$ cat src/rtl/lpm_seq_pkg.sv
package lpm_seq_pkg;
    localparam int BUS_AW  = 8;
    localparam int DATA_W  = 32;
    localparam int CMD_W   = 8;
    localparam int LANES   = DATA_W / CMD_W;
    localparam int LANE_AW = $clog2(LANES);

    localparam logic [BUS_AW-1:0] OFS_CTRL   = 8'h00;
    localparam logic [BUS_AW-1:0] OFS_STATUS = 8'h04;
    localparam logic [BUS_AW-1:0] OFS_IDENT  = 8'h08;
    localparam logic [BUS_AW-1:0] OFS_SEQ    = 8'h40;

    localparam logic [CMD_W-1:0] CMD_END = 8'h0F;

    typedef enum logic [1:0] {
        ST_IDLE  = 2'd0,
        ST_RUN   = 2'd1,
        ST_DRAIN = 2'd2
    } seq_state_e;
endpackage

$ cat src/rtl/lpm_seq_lane_mux.sv
module lpm_seq_lane_mux
    import lpm_seq_pkg::*;
(
    input  logic [DATA_W-1:0]  word_i,
    input  logic [LANE_AW-1:0] lane_i,
    output logic [CMD_W-1:0]   byte_o
);
    logic [CMD_W-1:0] lane_bytes [LANES];

    for (genvar g = 0; g < LANES; g++) begin : g_lane
        assign lane_bytes[g] = word_i[g*CMD_W +: CMD_W];
    end

    assign byte_o = lane_bytes[lane_i];
endmodule

$ cat src/rtl/lpm_seq_regfile.sv
module lpm_seq_regfile
    import lpm_seq_pkg::*;
#(
    parameter int SEQ_WORDS = 16,
    parameter int BAW       = 6,
    parameter int WAW       = 4
) (
    input  logic              clk,
    input  logic              rst_n,
    input  logic              bus_wr,
    input  logic [BUS_AW-1:0] bus_addr,
    input  logic [DATA_W-1:0] bus_wdata,
    output logic [DATA_W-1:0] bus_rdata,
    input  logic              busy,
    input  logic              ovf,
    input  logic [BAW-1:0]    cur_addr,
    input  logic              clr_start,
    input  logic              launch,
    input  logic [WAW-1:0]    fetch_idx,
    output logic [DATA_W-1:0] fetch_word,
    output logic              en_o,
    output logic              armed_o,
    output logic [BAW-1:0]    start_o
);
    localparam int SEQ_LO = int'(OFS_SEQ);
    localparam int SEQ_HI = SEQ_LO + 4 * SEQ_WORDS;

    logic [DATA_W-1:0] mem_q [SEQ_WORDS];
    logic              en_q, armed_q;
    logic [BAW-1:0]    start_q;
    logic              ctrl_wr, in_seq, seq_wr;
    logic [WAW-1:0]    bus_idx;

    assign ctrl_wr = bus_wr && (bus_addr == OFS_CTRL);
    assign in_seq  = (int'(bus_addr) >= SEQ_LO) && (int'(bus_addr) < SEQ_HI);
    assign seq_wr  = bus_wr && in_seq;
    assign bus_idx = WAW'((bus_addr - OFS_SEQ) >> 2);

    always_ff @(posedge clk or negedge rst_n) begin
        if (!rst_n) begin
            en_q    <= 1'b0;
            armed_q <= 1'b0;
            start_q <= '0;
        end else if (ctrl_wr) begin
            en_q    <= bus_wdata[0];
            start_q <= bus_wdata[8 +: BAW];
            if (bus_wdata[0] && !en_q)
                armed_q <= 1'b1;
            else if (!bus_wdata[0] || launch)
                armed_q <= 1'b0;
        end else begin
            if (launch)
                armed_q <= 1'b0;
            if (clr_start)
                start_q <= '0;
        end
    end

    always_ff @(posedge clk or negedge rst_n) begin
        if (!rst_n) begin
            for (int i = 0; i < SEQ_WORDS; i++)
                mem_q[i] <= '0;
        end else if (seq_wr) begin
            mem_q[bus_idx] <= bus_wdata;
        end
    end

    assign fetch_word = mem_q[fetch_idx];
    assign en_o       = en_q;
    assign armed_o    = armed_q;
    assign start_o    = start_q;

    always_comb begin
        bus_rdata = '0;
        if (bus_addr == OFS_CTRL) begin
            bus_rdata[0]        = en_q;
            bus_rdata[8 +: BAW] = start_q;
        end else if (bus_addr == OFS_STATUS) begin
            bus_rdata[0]        = busy;
            bus_rdata[1]        = ovf;
            bus_rdata[8 +: BAW] = cur_addr;
        end else if (bus_addr == OFS_IDENT) begin
            bus_rdata[31:24] = 8'(SEQ_WORDS);
        end else if (in_seq) begin
            bus_rdata = mem_q[bus_idx];
        end
    end

    AST_END_CLEARS_START: assert property (@(posedge clk) disable iff (!rst_n)
        clr_start && !ctrl_wr |=> start_q == '0);
    AST_SAME_EN_NO_LAUNCH: assert property (@(posedge clk) disable iff (!rst_n)
        ctrl_wr && bus_wdata[0] && en_q && !armed_q |=> !armed_q);
endmodule

$ cat src/rtl/lpm_seq_fsm.sv
module lpm_seq_fsm
    import lpm_seq_pkg::*;
#(
    parameter int BAW = 6
) (
    input  logic             clk,
    input  logic             rst_n,
    input  logic             en,
    input  logic             armed,
    input  logic [BAW-1:0]   start_addr,
    input  logic [CMD_W-1:0] fetch_byte,
    output logic [BAW-1:0]   ptr_o,
    output logic             busy,
    output logic             ovf,
    output logic             end_seen,
    output logic             launch,
    output logic             cmd_strobe,
    output logic [CMD_W-1:0] cmd_byte
);
    localparam logic [BAW-1:0] LAST_BYTE = '1;

    seq_state_e     state_q, state_d;
    logic [BAW-1:0] ptr_q;
    logic           ovf_q;
    logic           is_end, running;

    assign is_end = (fetch_byte == CMD_END);

    always_comb begin
        state_d = state_q;
        unique case (state_q)
            ST_IDLE:  if (armed && en) state_d = ST_RUN;
            ST_RUN: begin
                if (!en)                     state_d = ST_IDLE;
                else if (is_end)             state_d = ST_DRAIN;
                else if (ptr_q == LAST_BYTE) state_d = ST_IDLE;
            end
            ST_DRAIN: state_d = ST_IDLE;
            default:  state_d = ST_IDLE;
        endcase
    end

    always_ff @(posedge clk or negedge rst_n) begin
        if (!rst_n) begin
            state_q <= ST_IDLE;
            ptr_q   <= '0;
            ovf_q   <= 1'b0;
        end else begin
            state_q <= state_d;
            if (state_q == ST_IDLE && state_d == ST_RUN) begin
                ptr_q <= start_addr;
                ovf_q <= 1'b0;
            end else if (state_q == ST_RUN && en && !is_end) begin
                if (ptr_q == LAST_BYTE)
                    ovf_q <= 1'b1;
                else
                    ptr_q <= ptr_q + 1'b1;
            end
        end
    end

    always_comb begin
        running    = (state_q == ST_RUN) && en;
        busy       = (state_q != ST_IDLE);
        cmd_strobe = running && !is_end;
        cmd_byte   = cmd_strobe ? fetch_byte : '0;
        end_seen   = running && is_end;
        launch     = (state_q == ST_IDLE) && armed && en;
        ptr_o      = ptr_q;
        ovf        = ovf_q;
    end

    AST_DRAIN_THEN_IDLE: assert property (@(posedge clk) disable iff (!rst_n)
        end_seen |=> busy ##1 !busy);
    AST_STEP_BY_ONE: assert property (@(posedge clk) disable iff (!rst_n)
        cmd_strobe && $past(cmd_strobe) |-> ptr_q == $past(ptr_q) + 1'b1);
    AST_ABORT_HALTS: assert property (@(posedge clk) disable iff (!rst_n)
        $fell(en) |=> !busy && !cmd_strobe);
    AST_OVF_AT_LAST: assert property (@(posedge clk) disable iff (!rst_n)
        $rose(ovf_q) |-> !busy && ptr_q == LAST_BYTE);
endmodule

$ cat src/rtl/lpm_seq_engine.sv
module lpm_seq_engine
    import lpm_seq_pkg::*;
#(
    parameter int SEQ_WORDS = 16
) (
    input  logic              clk,
    input  logic              rst_n,
    input  logic              bus_wr,
    input  logic [BUS_AW-1:0] bus_addr,
    input  logic [DATA_W-1:0] bus_wdata,
    output logic [DATA_W-1:0] bus_rdata,
    output logic              cmd_strobe,
    output logic [CMD_W-1:0]  cmd_byte,
    output logic              seq_busy
);
    localparam int WAW = $clog2(SEQ_WORDS);
    localparam int BAW = WAW + LANE_AW;

    logic              en, armed, ovf, end_seen, launch;
    logic [BAW-1:0]    start_addr, ptr;
    logic [DATA_W-1:0] fetch_word;
    logic [CMD_W-1:0]  fetch_byte;

    lpm_seq_regfile #(.SEQ_WORDS(SEQ_WORDS), .BAW(BAW), .WAW(WAW)) u_regs (
        .clk        (clk),
        .rst_n      (rst_n),
        .bus_wr     (bus_wr),
        .bus_addr   (bus_addr),
        .bus_wdata  (bus_wdata),
        .bus_rdata  (bus_rdata),
        .busy       (seq_busy),
        .ovf        (ovf),
        .cur_addr   (ptr),
        .clr_start  (end_seen),
        .launch     (launch),
        .fetch_idx  (ptr[BAW-1:LANE_AW]),
        .fetch_word (fetch_word),
        .en_o       (en),
        .armed_o    (armed),
        .start_o    (start_addr)
    );

    lpm_seq_lane_mux u_lane (
        .word_i (fetch_word),
        .lane_i (ptr[LANE_AW-1:0]),
        .byte_o (fetch_byte)
    );

    lpm_seq_fsm #(.BAW(BAW)) u_fsm (
        .clk        (clk),
        .rst_n      (rst_n),
        .en         (en),
        .armed      (armed),
        .start_addr (start_addr),
        .fetch_byte (fetch_byte),
        .ptr_o      (ptr),
        .busy       (seq_busy),
        .ovf        (ovf),
        .end_seen   (end_seen),
        .launch     (launch),
        .cmd_strobe (cmd_strobe),
        .cmd_byte   (cmd_byte)
    );
endmodule

$ cat config.mk
export PLATFORM = sky130hd
export DESIGN_NAME = lpm_seq_engine
export DESIGN_NICKNAME = d
export VERILOG_FILES = /design/src/rtl/lpm_seq_pkg.sv /design/src/rtl/lpm_seq_lane_mux.sv /design/src/rtl/lpm_seq_regfile.sv /design/src/rtl/lpm_seq_fsm.sv /design/src/rtl/lpm_seq_engine.sv
export SDC_FILE = /design/constraint.sdc
export NUM_CORES = 1
export LEC_CHECK = 0
export BUFFER_PORTS_ARGS = -buffer_cell sky130_fd_sc_hd__buf_2
export CAP_MARGIN = 20
export CORE_MARGIN = 1.5
export CORE_UTILIZATION = 63
export DETAILED_ROUTE_END_ITERATION = 8
export PLACE_DENSITY_LB_ADDON = 0.2
export SLEW_MARGIN = 20
export SYNTH_ARGS = -nofsm -noshare
export SYNTH_HDL_FRONTEND = slang
export SYNTH_SLANG_ARGS = --single-unit
$ cat constraint.sdc
create_clock -name clk -period 3.6 [get_ports clk]
set_input_delay 0 -clock clk [delete_from_list [all_inputs] [get_ports clk]]
set_output_delay 0 -clock clk [all_outputs]
set_load 0.005 [all_outputs]
==> results.sh <==
export IMPL_status="finished with violations"
export IMPL_violations="negative setup slack"
export IMPL_hold_viol_final=0
export IMPL_clockRootBuffer="clkbuf_16"
export IMPL_drive_gt1_share_pct=58.93
export IMPL_ios=85
export IMPL_drt_first_iter_violations=2774
export IMPL_clock_skew_ns=0.01628
export IMPL_yosys_area_share_simple_pct=3.120
export IMPL_grt_pass1_wl_um=128000
export IMPL_grt_pass1_vias=19400
export IMPL_ys_seq_area_share_pct=46.96
export IMPL_synth_edf_count=0
export IMPL_clock_fmax_ghz=0.2731
export IMPL_ys_seq_elements=529
export IMPL_track_usage_pct=37.75
export IMPL_cts_buffers=56
export IMPL_mostFrequentLayoutCells="dfrtp_1, mux2_2, mux4_2, buf_4, buf_2"
export IMPL_cts_sinks=529
export IMPL_sequentialPowerShare_pct=47.2
export IMPL_ys_types=55
export IMPL_cts_tree="yes"
export IMPL_synth_area_top_cells="dfrtp_1, mux4_2, mux2_2"
export IMPL_cap_violations=0
export IMPL_setup_tns_ns=-0.2560
export IMPL_hp_class="primary input to async pin"
export IMPL_die_y_um=214.5
export IMPL_drt_first_pass_iters=5
export IMPL_crit_path_end_kind="primary output"
export IMPL_whs_ns=0.04644
export IMPL_synth_fa_ha_area_share_pct=0.04439
export IMPL_post_drt_via_cell_ratio=7.376
export IMPL_dieArea_um2=46020
export IMPL_critPathArrivalTime_ns=3.66
export IMPL_die_x_um=214.5
export IMPL_hpwl_um=49730
export IMPL_path_max_fanout=6
export IMPL_grt_max_degree=104
export IMPL_cp_required_ns=3.60
export IMPL_wire_per_inst_um=32.98
export IMPL_power_w=0.01555
export IMPL_gp_congestion=0.8886
export IMPL_worst_pin_slew_ns=0.9246
export IMPL_slew_headroom_pct=38.36
export IMPL_fin_nets=1997
export IMPL_vias=19080
export IMPL_async_flop_share_pct=100.0
export IMPL_synth_compound_area_share_pct=2.672
export IMPL_synth_fp_nets=1861
export IMPL_fin_crit_ns=3.662
export IMPL_antenna_left=0
export IMPL_reg2reg_depth=11
export IMPL_synth_top_family_by_area="multiplexers"
export IMPL_cts_htree_levels=2
export IMPL_clockBufferDepth=3
export IMPL_drcViolationCount=0
export IMPL_ir_drop_mv=0.4192
export IMPL_final_setup_worst_slack_ns=-0.06189
export IMPL_drt_wl_total_um=85280
export IMPL_syn_area_per_cell_um2=15.51
export IMPL_p_clk_share_pct=36.3
export IMPL_clock_latency_ns=0.61
export IMPL_final_common_cell="dfrtp_1"
export IMPL_combPwrFrac_pct=16.5
export IMPL_synth_top_area_share_pct=46.96
export IMPL_power_density_nw_per_um2=476.2
export IMPL_yosysWarningCount=0
export IMPL_period_share_pct=101.7
export IMPL_netlist_instances=1817
export IMPL_syn_area_um2=28190
export IMPL_synth_ff_type="dfrtp_1"
export IMPL_synthXorXnorAreaFrac_pct=0
export IMPL_worstSetupPathType="flop to primary output"
export IMPL_p_int_w=0.01151
export IMPL_grt_antenna_before_repair=2
export IMPL_swShare_pct=25.97
export IMPL_leakagePower_nw=14.37
export IMPL_rsz0062_at_grt="true"
export IMPL_rows=77
export IMPL_start_util_pct=63.74
export IMPL_slew_viol_final=0
export IMPL_synth_mux_area_share_pct=44.38
export IMPL_p_switching_w=0.004040
export IMPL_grt_remaining_overflow=0
export IMPL_io_buffer_count=84
export IMPL_diodes=0
export IMPL_finalSetupViolCount=5
export IMPL_area_growth_pct=15.87
export IMPL_cts_clk_slew_worst_paths_ns=0.06
export IMPL_synth_top_area_cell="dfrtp_1"
export IMPL_core_um2=44220
export IMPL_worstSetupStartpointType="flop"
## per-layer routing
layer	track usage (%)	wire, um
met1	54.16	32850
met2	55.98	39020
met3	10.28	9910
met4	14.11	3488
met5	0	12
## power groups by stage
stage | clock network (W) | registers, W | logic, W
final | 0.00565 | 0.00734 | 0.00257
after global routing | 0.00591 | 0.00742 | 0.00271
after CTS | 0.00568 | 0.00730 | 0.00248
after detailed placement | 0 | 0.00740 | 0.00240
after global placement | 0 | 0.00733 | 0.00232
after floorplan | 0 | 0.00717 | 0.00176
## layout make-up
class                           count  area, um2
Sequential cell                   529      13250
Multi-Input combinational cell   1104      14530
Timing Repair Buffer              252       2331
Clock buffer                       94       1745
Clock inverter                      5      27.53
Tap cell                          592      740.7
Fill cell                        2655      11560
Inverter                           10      41.29
## critical path: stages, from the launching register on
cell      delay [ns]
dfrtp_4         0.52
buf_8           0.16
buf_16          0.15
buf_4           0.14
mux4_2          0.45
a22oi_2         0.21
a31oi_2         0.14
o211ai_1        0.31
nand3_2         0.15
nor4_4          0.39
nand2b_4        0.24
nor2b_1         0.06
buf_2           0.12
## what timing repair did
item / 4_1_cts / 5_1_grt
gates resized for setup: 34 / 41
hold buffers: 33 / 0
endpoints found under the hold margin: 609 / 0
pin swaps: 6 / 14
buffers inserted: 18 / 20
gates cloned: 8 / 1
setup endpoints to repair: 5 / 7
## registers in the layout, indices dropped and copies added (netlist names)
signal / cells
u_fsm.ovf: 1
u_regs.start_o: 6
u_fsm.ptr_o: 6
u_fsm.state_q: 2
u_regs.mem_q: 512
u_regs.en_o: 1
u_regs.armed_o: 1
## synthesized netlist by cell type, drive strengths merged (3+ instances only)
cell type	n
a2111oi	3
and2	27
nor2b	10
buf	57
o31ai	4
a22o	7
nor2	30
nand4b	3
a221oi	6
nand3b	3
a31oi	14
mux2	516
dfrtp	529
nand3	15
mux2i	19
nand2	52
nor4	4
o22ai	6
o21ai	10
mux4	289
o211ai	3
a21oi	14
nor3	7
nand2b	8
clkbuf	117
inv	10
nand4	3
a22oi	22
## metrics by stage
step	cells	setup slack [ns]	instance area [um2]	utilization, %
after floorplan	1817	0.5370	28190	-
after global placement	2413	0.1272	29670	67.11
after detailed placement	2413	0.1011	29670	67.11
after CTS	2571	-0.08820	32300	73.04
after global routing	2586	-0.1511	32660	73.86
final	2586	-0.06189	32660	73.86
## path summary, 6_finish.rpt
check / startpoint / to / slack (ns)
max in group asynchronous: rst_n / u_regs.mem_q[175] / 2.50
worst min-delay path: rst_n / u_regs.mem_q[299] / 0.05
min in group clk: bus_wr / u_regs.armed_o / 0.12
worst max register to register: u_fsm.ptr_o[2] / u_fsm.ptr_o[4] / 0.04
worst min register to register: u_fsm.ovf / u_fsm.ovf / 0.49
worst max-delay path: u_fsm.ptr_o[2] / cmd_byte[2] / -0.06
## cell families (layout without fill, tap and decap cells)
kind of cell,Yosys count,count (layout)
mux,824,824
flops,529,529
buf+inv,184,361
simple gates,173,173
compound gates,106,106
fa+ha+maj,1,1
No activity file was read; power rests on OpenSTA's default activity.
